File: src/rtl/evt_timer_pkg.sv
`timescale 1ns/1ps
package evt_timer_pkg;

  localparam int OFS_W      = 10;
  localparam int SUB_W      = 5;
  localparam int CHIDX_W    = OFS_W - SUB_W;
  localparam int CTRL_W     = 2;

  localparam logic [OFS_W-1:0] OFS_CAP_LO = 10'h000;
  localparam logic [OFS_W-1:0] OFS_CAP_HI = 10'h004;
  localparam logic [OFS_W-1:0] OFS_CTRL   = 10'h010;
  localparam logic [OFS_W-1:0] OFS_STAT   = 10'h020;
  localparam logic [OFS_W-1:0] OFS_CNT_LO = 10'h0F0;
  localparam logic [OFS_W-1:0] OFS_CNT_HI = 10'h0F4;
  localparam logic [OFS_W-1:0] OFS_CHBASE = 10'h100;

  localparam logic [31:0]       CAP_SIGNATURE = 32'h8086A001;
  localparam logic [CTRL_W-1:0] CTRL_WMASK    = 2'b11;

  typedef enum logic [2:0] {
    RK_NONE, RK_CAP_LO, RK_CAP_HI, RK_CTRL, RK_STAT, RK_CNT_LO, RK_CNT_HI, RK_CHAN
  } reg_kind_e;

  typedef struct packed {
    reg_kind_e          kind;
    logic [CHIDX_W-1:0] chan;
    logic [SUB_W-1:0]   sub;
  } reg_dec_t;

  // capability low word: signature with channel count minus one in [12:8]
  function automatic logic [31:0] cap_low_word(int nch);
    logic [31:0] n1;
    n1 = 32'(nch - 1) & 32'h1F;
    return CAP_SIGNATURE | (n1 << 8);
  endfunction

  // channel windows start at OFS_CHBASE, 32 bytes each
  function automatic reg_dec_t decode_offset(logic [OFS_W-1:0] ofs, int nch);
    reg_dec_t d;
    d.kind = RK_NONE;
    d.sub  = ofs[SUB_W-1:0];
    d.chan = ofs[OFS_W-1:SUB_W] - OFS_CHBASE[OFS_W-1:SUB_W];
    if (ofs >= OFS_CHBASE) begin
      if (32'(d.chan) < 32'(nch)) d.kind = RK_CHAN;
    end else begin
      case (ofs)
        OFS_CAP_LO: d.kind = RK_CAP_LO;
        OFS_CAP_HI: d.kind = RK_CAP_HI;
        OFS_CTRL:   d.kind = RK_CTRL;
        OFS_STAT:   d.kind = RK_STAT;
        OFS_CNT_LO: d.kind = RK_CNT_LO;
        OFS_CNT_HI: d.kind = RK_CNT_HI;
        default:    d.kind = RK_NONE;
      endcase
    end
    return d;
  endfunction

  function automatic logic [CTRL_W-1:0] masked_merge(logic [CTRL_W-1:0] nv,
                                                     logic [CTRL_W-1:0] ov,
                                                     logic [CTRL_W-1:0] m);
    return (nv & m) | (ov & ~m);
  endfunction

  function automatic logic [63:0] load_half(logic [63:0] cur, logic upper, logic [31:0] w);
    return upper ? {w, cur[31:0]} : {cur[63:32], w};
  endfunction

endpackage

File: src/rtl/evt_addr_decode.sv
`timescale 1ns/1ps
module evt_addr_decode
  import evt_timer_pkg::*;
#(
  parameter int NUM_CH = 3
) (
  input  logic [OFS_W-1:0]  ofs,
  output reg_dec_t          dec,
  output logic [NUM_CH-1:0] sel
);
  assign dec = decode_offset(ofs, NUM_CH);

  for (genvar i = 0; i < NUM_CH; i++) begin : g_sel
    assign sel[i] = (dec.kind == RK_CHAN) && (dec.chan == CHIDX_W'(i));
  end
endmodule

File: src/rtl/evt_main_counter.sv
`timescale 1ns/1ps
module evt_main_counter #(
  parameter int CNT_W = 64
) (
  input  logic             clk,
  input  logic             rst_n,
  input  logic             run,
  input  logic             tick,
  input  logic             load_lo,
  input  logic             load_hi,
  input  logic [31:0]      wdata,
  output logic [CNT_W-1:0] count
);
  import evt_timer_pkg::*;

  always_ff @(posedge clk) begin
    if (!rst_n)       count <= '0;
    else if (load_lo) count <= load_half(count, 1'b0, wdata);
    else if (load_hi) count <= load_half(count, 1'b1, wdata);
    else if (run && tick) count <= count + CNT_W'(1);
  end

  // frozen while disabled unless software loads a half
  p_frozen_r4: assert property (@(posedge clk) disable iff (!rst_n)
    (!run && !load_lo && !load_hi) |=> $stable(count));

  // steps by exactly one per enabled tick
  p_step_r4: assert property (@(posedge clk) disable iff (!rst_n)
    (run && tick && !load_lo && !load_hi) |=> count == $past(count) + CNT_W'(1));

  // no movement without a tick
  p_notick_r4: assert property (@(posedge clk) disable iff (!rst_n)
    (!tick && !load_lo && !load_hi) |=> $stable(count));
endmodule

File: src/rtl/evt_irq_status.sv
`timescale 1ns/1ps
module evt_irq_status #(
  parameter int NUM_CH = 3
) (
  input  logic              clk,
  input  logic              rst_n,
  input  logic              gen_en,
  input  logic [NUM_CH-1:0] set_in,
  input  logic              clr_wr,
  input  logic [NUM_CH-1:0] clr_data,
  input  logic              flush,
  output logic [NUM_CH-1:0] stat,
  output logic [NUM_CH-1:0] ack
);
  logic [NUM_CH-1:0] set_eff;
  logic [NUM_CH-1:0] clr_eff;

  assign set_eff = gen_en ? set_in : '0;
  assign clr_eff = clr_wr ? clr_data : '0;

  always_ff @(posedge clk) begin
    if (!rst_n) begin
      stat <= '0;
      ack  <= '0;
    end else if (flush) begin
      stat <= '0;
      ack  <= stat;
    end else begin
      stat <= (stat & ~clr_eff) | set_eff;
      ack  <= stat & clr_eff & ~set_eff;
    end
  end

  // a disable leaves nothing pending
  p_flush_r7: assert property (@(posedge clk) disable iff (!rst_n)
    flush |=> stat == '0);

  // no new status bit while generation is off
  p_noset_r7: assert property (@(posedge clk) disable iff (!rst_n)
    !gen_en |=> (stat & ~$past(stat)) == '0);

  // cleared bits without a competing set are zero afterwards
  p_w1c_r6: assert property (@(posedge clk) disable iff (!rst_n)
    clr_wr |=> (stat & $past(clr_data & ~set_eff)) == '0);

  // acknowledge only bits that were pending
  p_ack_r6: assert property (@(posedge clk) disable iff (!rst_n)
    1'b1 |=> (ack & ~$past(stat)) == '0);
endmodule

File: src/rtl/evt_timer_core.sv
`timescale 1ns/1ps
module evt_timer_core
  import evt_timer_pkg::*;
#(
  parameter int          NUM_CH    = 3,
  parameter logic [31:0] PERIOD_FS = 32'd10_000_000
) (
  input  logic                 clk,
  input  logic                 rst_n,
  input  logic                 tick_en,
  input  logic [9:0]           reg_addr,
  input  logic [31:0]          reg_wdata,
  input  logic                 reg_we,
  input  logic                 reg_re,
  output logic [31:0]          reg_rdata,
  output logic [NUM_CH-1:0]    ch_sel,
  output logic [4:0]           ch_sub,
  output logic [31:0]          ch_wdata,
  output logic                 ch_we,
  output logic                 ch_re,
  input  logic [32*NUM_CH-1:0] ch_rdata,
  input  logic [NUM_CH-1:0]    ch_cmp_max,
  input  logic [NUM_CH-1:0]    ch_event,
  output logic [NUM_CH-1:0]    ch_rearm,
  output logic [NUM_CH-1:0]    irq_ack,
  output logic [63:0]          count_out,
  output logic                 timer_enable,
  output logic                 legacy_route
);
  localparam logic [31:0] CAP_LO = cap_low_word(NUM_CH);

  reg_dec_t          dec;
  logic [CTRL_W-1:0] ctrl_q;
  logic [CTRL_W-1:0] ctrl_next;
  logic              ctrl_wr;
  logic              en_rise_evt;
  logic              en_fall_evt;
  logic              cnt_load_lo;
  logic              cnt_load_hi;
  logic              stat_clr_wr;
  logic [NUM_CH-1:0] stat_q;
  logic [31:0]       rd_next;

  evt_addr_decode #(.NUM_CH(NUM_CH)) u_dec (
    .ofs (reg_addr),
    .dec (dec),
    .sel (ch_sel)
  );

  // channel window pass-through
  assign ch_sub   = dec.sub;
  assign ch_wdata = reg_wdata;
  assign ch_we    = reg_we && (dec.kind == RK_CHAN);
  assign ch_re    = reg_re && (dec.kind == RK_CHAN);

  // control register and its edge events
  assign ctrl_wr     = reg_we && (dec.kind == RK_CTRL);
  assign ctrl_next   = masked_merge(reg_wdata[CTRL_W-1:0], ctrl_q, CTRL_WMASK);
  assign en_rise_evt = ctrl_wr && !ctrl_q[0] &&  ctrl_next[0];
  assign en_fall_evt = ctrl_wr &&  ctrl_q[0] && !ctrl_next[0];

  always_ff @(posedge clk) begin
    if (!rst_n) begin
      ctrl_q   <= '0;
      ch_rearm <= '0;
    end else begin
      if (ctrl_wr) ctrl_q <= ctrl_next;
      ch_rearm <= en_rise_evt ? ~ch_cmp_max : '0;
    end
  end

  assign timer_enable = ctrl_q[0];
  assign legacy_route = ctrl_q[1];

  // counter halves load only while halted
  assign cnt_load_lo = reg_we && (dec.kind == RK_CNT_LO) && !ctrl_q[0];
  assign cnt_load_hi = reg_we && (dec.kind == RK_CNT_HI) && !ctrl_q[0];

  evt_main_counter #(.CNT_W(64)) u_cnt (
    .clk     (clk),
    .rst_n   (rst_n),
    .run     (ctrl_q[0]),
    .tick    (tick_en),
    .load_lo (cnt_load_lo),
    .load_hi (cnt_load_hi),
    .wdata   (reg_wdata),
    .count   (count_out)
  );

  assign stat_clr_wr = reg_we && (dec.kind == RK_STAT);

  evt_irq_status #(.NUM_CH(NUM_CH)) u_stat (
    .clk      (clk),
    .rst_n    (rst_n),
    .gen_en   (ctrl_q[0]),
    .set_in   (ch_event),
    .clr_wr   (stat_clr_wr),
    .clr_data (reg_wdata[NUM_CH-1:0]),
    .flush    (en_fall_evt),
    .stat     (stat_q),
    .ack      (irq_ack)
  );

  // read mux
  always_comb begin
    rd_next = '0;
    case (dec.kind)
      RK_CAP_LO: rd_next = CAP_LO;
      RK_CAP_HI: rd_next = PERIOD_FS;
      RK_CTRL:   rd_next[CTRL_W-1:0] = ctrl_q;
      RK_STAT:   rd_next[NUM_CH-1:0] = stat_q;
      RK_CNT_LO: rd_next = count_out[31:0];
      RK_CNT_HI: rd_next = count_out[63:32];
      RK_CHAN:   rd_next = ch_rdata[32*int'(dec.chan) +: 32];
      default:   rd_next = '0;
    endcase
  end

  always_ff @(posedge clk) begin
    if (!rst_n)      reg_rdata <= '0;
    else if (reg_re) reg_rdata <= rd_next;
  end

  // re-arm pulses only in the first enabled cycle
  p_rearm_edge_r10: assert property (@(posedge clk) disable iff (!rst_n)
    (|ch_rearm) |-> (timer_enable && !$past(timer_enable)));

  // at most one channel window selected
  p_sel_onehot_r8: assert property (@(posedge clk) disable iff (!rst_n)
    $onehot0(ch_sel));

  // channel writes always land on an existing channel
  p_we_target_r9: assert property (@(posedge clk) disable iff (!rst_n)
    ch_we |-> $onehot(ch_sel));

  // unmapped writes leave the control bits untouched
  p_drop_ctrl_r9: assert property (@(posedge clk) disable iff (!rst_n)
    (reg_we && dec.kind == RK_NONE) |=> $stable(ctrl_q));

  // counter loads are refused while running
  p_load_halted_r5: assert property (@(posedge clk) disable iff (!rst_n)
    (cnt_load_lo || cnt_load_hi) |-> !timer_enable);
endmodule

File: config.mk
export PLATFORM = sky130hd
export DESIGN_NAME = evt_timer_core
export DESIGN_NICKNAME = d
export VERILOG_FILES = /design/src/rtl/evt_timer_pkg.sv /design/src/rtl/evt_addr_decode.sv /design/src/rtl/evt_main_counter.sv /design/src/rtl/evt_irq_status.sv /design/src/rtl/evt_timer_core.sv
export SDC_FILE = /design/constraint.sdc
export NUM_CORES = 1
export LEC_CHECK = 0
export BUFFER_PORTS_ARGS = -buffer_cell sky130_fd_sc_hd__buf_4
export CORE_MARGIN = 2
export CORE_UTILIZATION = 40
export DETAILED_ROUTE_END_ITERATION = 6
export PLACE_DENSITY_LB_ADDON = 0.12
export SLEW_MARGIN = 5
export SYNTH_ARGS = -nofsm -noshare
export SYNTH_HDL_FRONTEND = slang
export SYNTH_SLANG_ARGS = --single-unit
File: constraint.sdc
create_clock -name clk -period 3.2 [get_ports clk]
set_clock_uncertainty 0.05 [all_clocks]
set_input_delay 0.48 -clock clk [delete_from_list [all_inputs] [get_ports clk]]
set_output_delay 0.48 -clock clk [all_outputs]
set_load 0.01 [all_outputs]
# After elaboration in Yosys (flattened, before gate mapping)

Cells that the tools add are included.

Bits in latches: 0
Word-level logic and storage cells: 74
RAM bits: 0
Flip-flop bits (word level): 107
Output and inout port bits: 146
Memory bits (read-only): 0
Memories kept: 0

Shift operators: 1
Multipliers: 0
Divide/modulo/power cells: 0
$lt $le $gt $ge: 2
Reduce and logical (&&, ||, !) cells: 26
Multiplexer cells: 12
Bitwise gates (word level): 9
Add/sub/neg operators: 2
Eq/ne operators: 15

Operators with widths:

| cell                    | number |
|---|---|
| $pmux W29 S5            | 1 |
| $mux W64                | 2 |
| $shiftx A96 B11 Y32     | 1 |
| $add A64 B1 Y64 const B | 1 |
| $mux W32                | 1 |
| $eq A10 B8 Y1 const B   | 2 |
| $pmux W3 S6             | 1 |
| $logic_and A1 B1 Y1     | 16 |
| $mux W3                 | 5 |
| $eq A3 B3 Y1 const B    | 4 |
| $pmux W2 S6             | 1 |
| $eq A10 B3 Y1 const B   | 1 |
| $eq A10 B5 Y1 const B   | 1 |
| $eq A10 B6 Y1 const B   | 1 |
| $ge A10 B9 Y1 const B   | 1 |
| $logic_not A10 Y1       | 1 |
| $and A3 B3 Y3           | 3 |
| $not A3 Y3              | 3 |
| $eq A3 B2 Y1 const B    | 2 |
| $reduce_and A2 Y1       | 3 |
| $eq A5 B1 Y1 const B    | 1 |
| $eq A5 B2 Y1 const B    | 1 |
| $logic_not A5 Y1        | 1 |
| $lt A5 B2 Y1 const B    | 1 |
| 9 further kinds         | 12 |

# Longest topological paths before layout

Depth in word-level cells: 10
Depth in mapped cells: 10

# Hierarchy

Synthesis repeated with hierarchy kept, for this count alone.

Cells, all modules: 1,001
Area, all modules: 7,857.5 µm²

Modules (own cells, without submodules):

| module           | cells each | times used | area an instance (µm²) | seq. area each (µm²) |
|---|---|---|---|---|
| evt_main_counter | 582        | 1          | 4,440.5                | 1,281.2 |
| evt_timer_core   | 357        | 1          | 2,915.3                | 740.7 |
| evt_addr_decode  | 36         | 1          | 280.3                  | 0.0 |
| evt_irq_status   | 26         | 1          | 221.5                  | 120.1 |

# Worst setup path before layout

OpenSTA, ideal clock, no wires.

Kind: in2out
From: input port reg_addr[8]
To: output port ch_sel[0]
Arrival time: 2,067 ps
Cell stages on the path: 9
Setup slack: 603 ps
Data required time: 2,670 ps
Buffers on the path: 2
Path through: inv_1 -> ha_1 -> clkbuf_1 -> nor2_1 -> nand3_1 -> nor2_1 -> clkbuf_1 -> nand2_1 -> nor3_1

Cells in the longest elaborated chain, start to end: 6
Elaborated cells on any way between the ends: 15
Classes of those cells: add/sub (1); order compare (2); eq/ne (6); mux (3); reduce/logical (3)

Ends and longest elaborated chain:

| element               | RTL line              | source |
|---|---|---|
| start, declared       | evt_timer_core.sv:11  | `input logic [9:0] reg_addr,` |
| $sub A5 B4 Y5         | evt_timer_pkg.sv:42   | `d.chan = ofs[OFS_W-1:SUB_W] - OFS_CHBASE[OFS_W-1:SUB_W];` |
| $lt A5 B2 Y1          | evt_timer_pkg.sv:44   | `if (32'(d.chan) < 32'(nch)) d.kind = RK_CHAN;` |
| $mux W3               | evt_timer_pkg.sv:44   |  |
| $mux W3               | evt_timer_pkg.sv:43   | `if (ofs >= OFS_CHBASE) begin` |
| $eq A3 B3 Y1          | evt_addr_decode.sv:14 | `assign sel[i] = (dec.kind == RK_CHAN) && (dec.chan == CHIDX_W'(i));` |
| $logic_and A1 B1 Y1 * | evt_addr_decode.sv:14 |  |
| end, declared         | evt_timer_core.sv:16  | `output logic [NUM_CH-1:0] ch_sel,` |

Every way passes the cells marked *; elsewhere a longest branch is shown, timed or not.

# Worst setup path in the final report

From: input port reg_addr[8]
To: output port ch_re

Cells in the longest elaborated chain, start to end: 6
Elaborated cells on any way between the ends: 14
Classes of those cells: add/sub (1); order compare (2); eq/ne (6); mux (3); reduce/logical (2)

Ends and longest elaborated chain:

| element               | RTL line             | source |
|---|---|---|
| $sub A5 B4 Y5         | evt_timer_pkg.sv:42  |  |
| $lt A5 B2 Y1          | evt_timer_pkg.sv:44  |  |
| $mux W3               | evt_timer_pkg.sv:44  |  |
| $mux W3 *             | evt_timer_pkg.sv:43  |  |
| $eq A3 B3 Y1 *        | evt_timer_core.sv:54 | `assign ch_re = reg_re && (dec.kind == RK_CHAN);` |
| $logic_and A1 B1 Y1 * | evt_timer_core.sv:54 |  |
| end, declared         | evt_timer_core.sv:20 | `output logic ch_re,` |

Marks and branches as above.

==> flow_summary.yaml <==
status:
  status: "finished clean"
power_and_ir_drop:
  powerDensity_nw_per_um2: 317
  combPwrFrac_pct: 13.7
  switching_share_pct: 25.1
  peakVddDrop_uv: 256
  pwr-share-seq_pct: 45.3
  p_total_mw: 2.95
  power_switching_mw: 0.740
  clkPwrFrac_pct: 40.9
  intPower_mw: 2.21
  total_leakage_power_nw: 3.74
finish:
  layout-drive-gt1-share_pct: 32.5
  num-fill-cells: 1644
  finalNonFillerCells: 1354
  diodes: 0
  syn2layout_area_growth_pct: 37.0
  nets: 1282
worst_setup_path:
  worstSetupEndpointType: "output port"
  regToRegSetupSlack_ns: 0.62
  crit_fanout: 9
  critPathMaxStageDelay_ns: 0.36
  startpoint_type: "input port"
  cp.arrival_ns: 2.28
  cpMaxStageDelayCell: "a32o_1"
  cpMostUsedCell: "buf_4"
  cp.required_ns: 2.67
  criticalPathCategory: "input port to output port"
  reg2regPathDepth: 6
  r2r_start: "u_cnt.count[9]"
  r2r-end: "u_cnt.count[47]"
  path_cells: "buf_4 -> inv_1 -> ha_1 -> nor4b_2 -> buf_4 -> nand2_1 -> a32o_1 -> nor4_1 -> buf_4"
  endpoint: "ch_re"
  crit_start: "reg_addr[8]"
clock_network:
  cts_hold_buf: 0
  cts_resized: 0
  numCtsBuffers: 9
  cts_buffer_depth: 2
  clock_latency_ns: 0.36
  clockRootBuffer: "clkbuf_16"
  cts_setup_buffers: 0
  clk_pin_slew_ns: 0.07
  clock-sinks: 107
  tritoncts: "yes"
  htree_levels: 3
sta:
  period_minus_slack_ns: 2.81
  slew-limit-headroom_pct: 33.0
  setup_viol: 0
  worstMarginPinSlew_ns: 0.996
  rsz0062_at_grt: "false"
  drv_slew: 0
  finalCritPeriodShare_pct: 87.8
  setup-tns-final_ns: 0
  hold_violations: 0
  fin_ws_ns: 0.392
  fmax_mhz: 356
logic_synthesis:
  syn_inst: 893
  synth_seq_cells: 107
  yosysWarningCount: 0
  post_synth_num_cell_types: 67
  synth_area_leaders: "dfxtp_1 (32%), o21ai_0 (8.6%), nand2_1 (6.4%), mux2i_1 (5.3%), a21oi_1 (4.6%)"
  synth_top_area_cell: "dfxtp_1"
  yosysTopAreaCellShare_pct: 31.6
  synth_ff_type: "dfxtp_1"
  synth_nets: 1046
  synth_edf_count: 0
  synth.top_cells.by_count: "o21ai_0 (117), nand2_1 (115), dfxtp_1 (107)"
  yosysMostFrequentCell: "o21ai_0"
  syn_area_sq_um: 6790
  seq_area_frac_synth_pct: 31.6
  async_flop_share_pct: 0
  synth.avg_cell_area_sq_um: 7.60
drt:
  route.final.wire_length_mm: 28.1
  ant_nets: 0
  vias: 7853
  first_iter_violations: 796
  routed_via_density: 5.80
  wl_per_cell_um: 20.8
  first_pass_iters: 6
  drc: 0
global_routing:
  grt_pass1_vias: 7084
  grt_max_degree: 53
  grt_pass1_wl_mm: 41.6
  grt_use_total_pct: 29.8
  busiest_layer: "met2"
  use_met3_pct: 6.01
  grt_util_met2_pct: 46.2
  antenna_found_initial: 0
  grt_use_met1_pct: 42.4
  grt.overflow.total: 0
place:
  dpl_worst_slack_ns: 0.368
  dpl.hpwl_mm: 21.5
  place_inst: 1338
  portBuffers: 294
  routabilityCongestion: 0.933
floorplan:
  initial_utilization_pct: 40.9
  die_w_um: 134
  die_y_um: 134
  rows: 47
  fp.coreArea_sq_um: 16600
  io_pins: 295
  design.die.area_sq_um: 18000
worst_hold_path:
  hold_depth: 2
  holdCritPathClass: "input port to flip-flop"
run:
  cap_violations: 0
-- layer usage --
layer | share of wire, % | routed length [um] | up-vias
li1 | - | - | 3752
met1 | 42 | 11900 | 3637
met2 | 45 | 12800 | 436
met3 | 11 | 3020 | 28
met4 | 1.5 | 435 | 0
met5 | 0 | 0 | -
-- flip-flops by register name, summed over array words and instances, names as in the netlist --
signal       cells
reg_rdata       32
u_stat.ack       3
ctrl_q           2
u_cnt.count     64
u_stat.stat      3
ch_rearm         3
-- area by class of cell --
| class | instances | area [sq um] | area share, % |
|---|---|---|---|
| Clock buffer | 12 | 267 | 2.87 |
| Clock inverter | 4 | 47.5 | 0.511 |
| Inverter | 14 | 52.6 | 0.565 |
| Multi-Input combinational cell | 673 | 4080 | 43.9 |
| Sequential cell | 107 | 2140 | 23.0 |
| Tap cell | 220 | 275 | 2.96 |
| Timing Repair Buffer | 324 | 2430 | 26.2 |
-- placed cells by master (no fill, tap or decap), types with 13 or more instances in the layout --
cell and count:
a21oi_1 63, dfxtp_1 107, buf_4 324, inv_1 14, a31oi_1 15, nand4_1 21
nor3_1 33, o21ai_0 117, a222oi_1 21, nand2_1 115, and3_1 13, nand3_1 25
xnor2_1 15, nor2_1 57, mux2i_1 36
-- critical path: cells and delay by family --
kind | cells | cell delay, ns
AO/OA/AOI/OAI | 1 | 0.36
adder cells (fa/ha/maj) | 1 | 0.16
buffers and inverters | 4 | 0.59
AND/OR/NAND/NOR | 3 | 0.70
-- power groups by stage --
stage	logic (mW)	clock network [mW]	registers, mW
floorplan	0.177	0	1.37
global placement	0.400	0	1.37
detailed placement	0.402	0	1.37
CTS	0.404	1.22	1.34
global route	0.435	1.26	1.34
finish	0.404	1.21	1.34
-- logic make-up after synthesis --
kind of cell | share of synthesized area, %
AND/OR/NAND/NOR | 25.8
XOR/XNOR | 2.97
multiplexers | 5.81
AO/OA/AOI/OAI | 24.5
buffers and inverters | 8.63
flip-flops | 31.6
adder cells (fa/ha/maj) | 0.737
-- metrics by stage --
stage	area (sq um)	hold slack [ns]	utilization (%)
CTS	9300	0.209	56.1
detailed placement	8990	0.393	54.2
finish	9300	0.220	56.1
floorplan	6790	0.375	-
global route	9300	0.209	56.1
global placement	8990	0.388	54.2
-- worst min-delay path by stage --
stage                          endpoint            from
after detailed placement  reg_rdata[30]   reg_rdata[30]
after global placement     reg_rdata[6]    reg_rdata[6]
after CTS                   ch_rearm[0]   ch_cmp_max[0]
after floorplan           u_stat.ack[0]  u_stat.stat[0]
after global routing        ch_rearm[0]   ch_cmp_max[0]
final                       ch_rearm[0]   ch_cmp_max[0]
(Power assumes the default switching activity.)
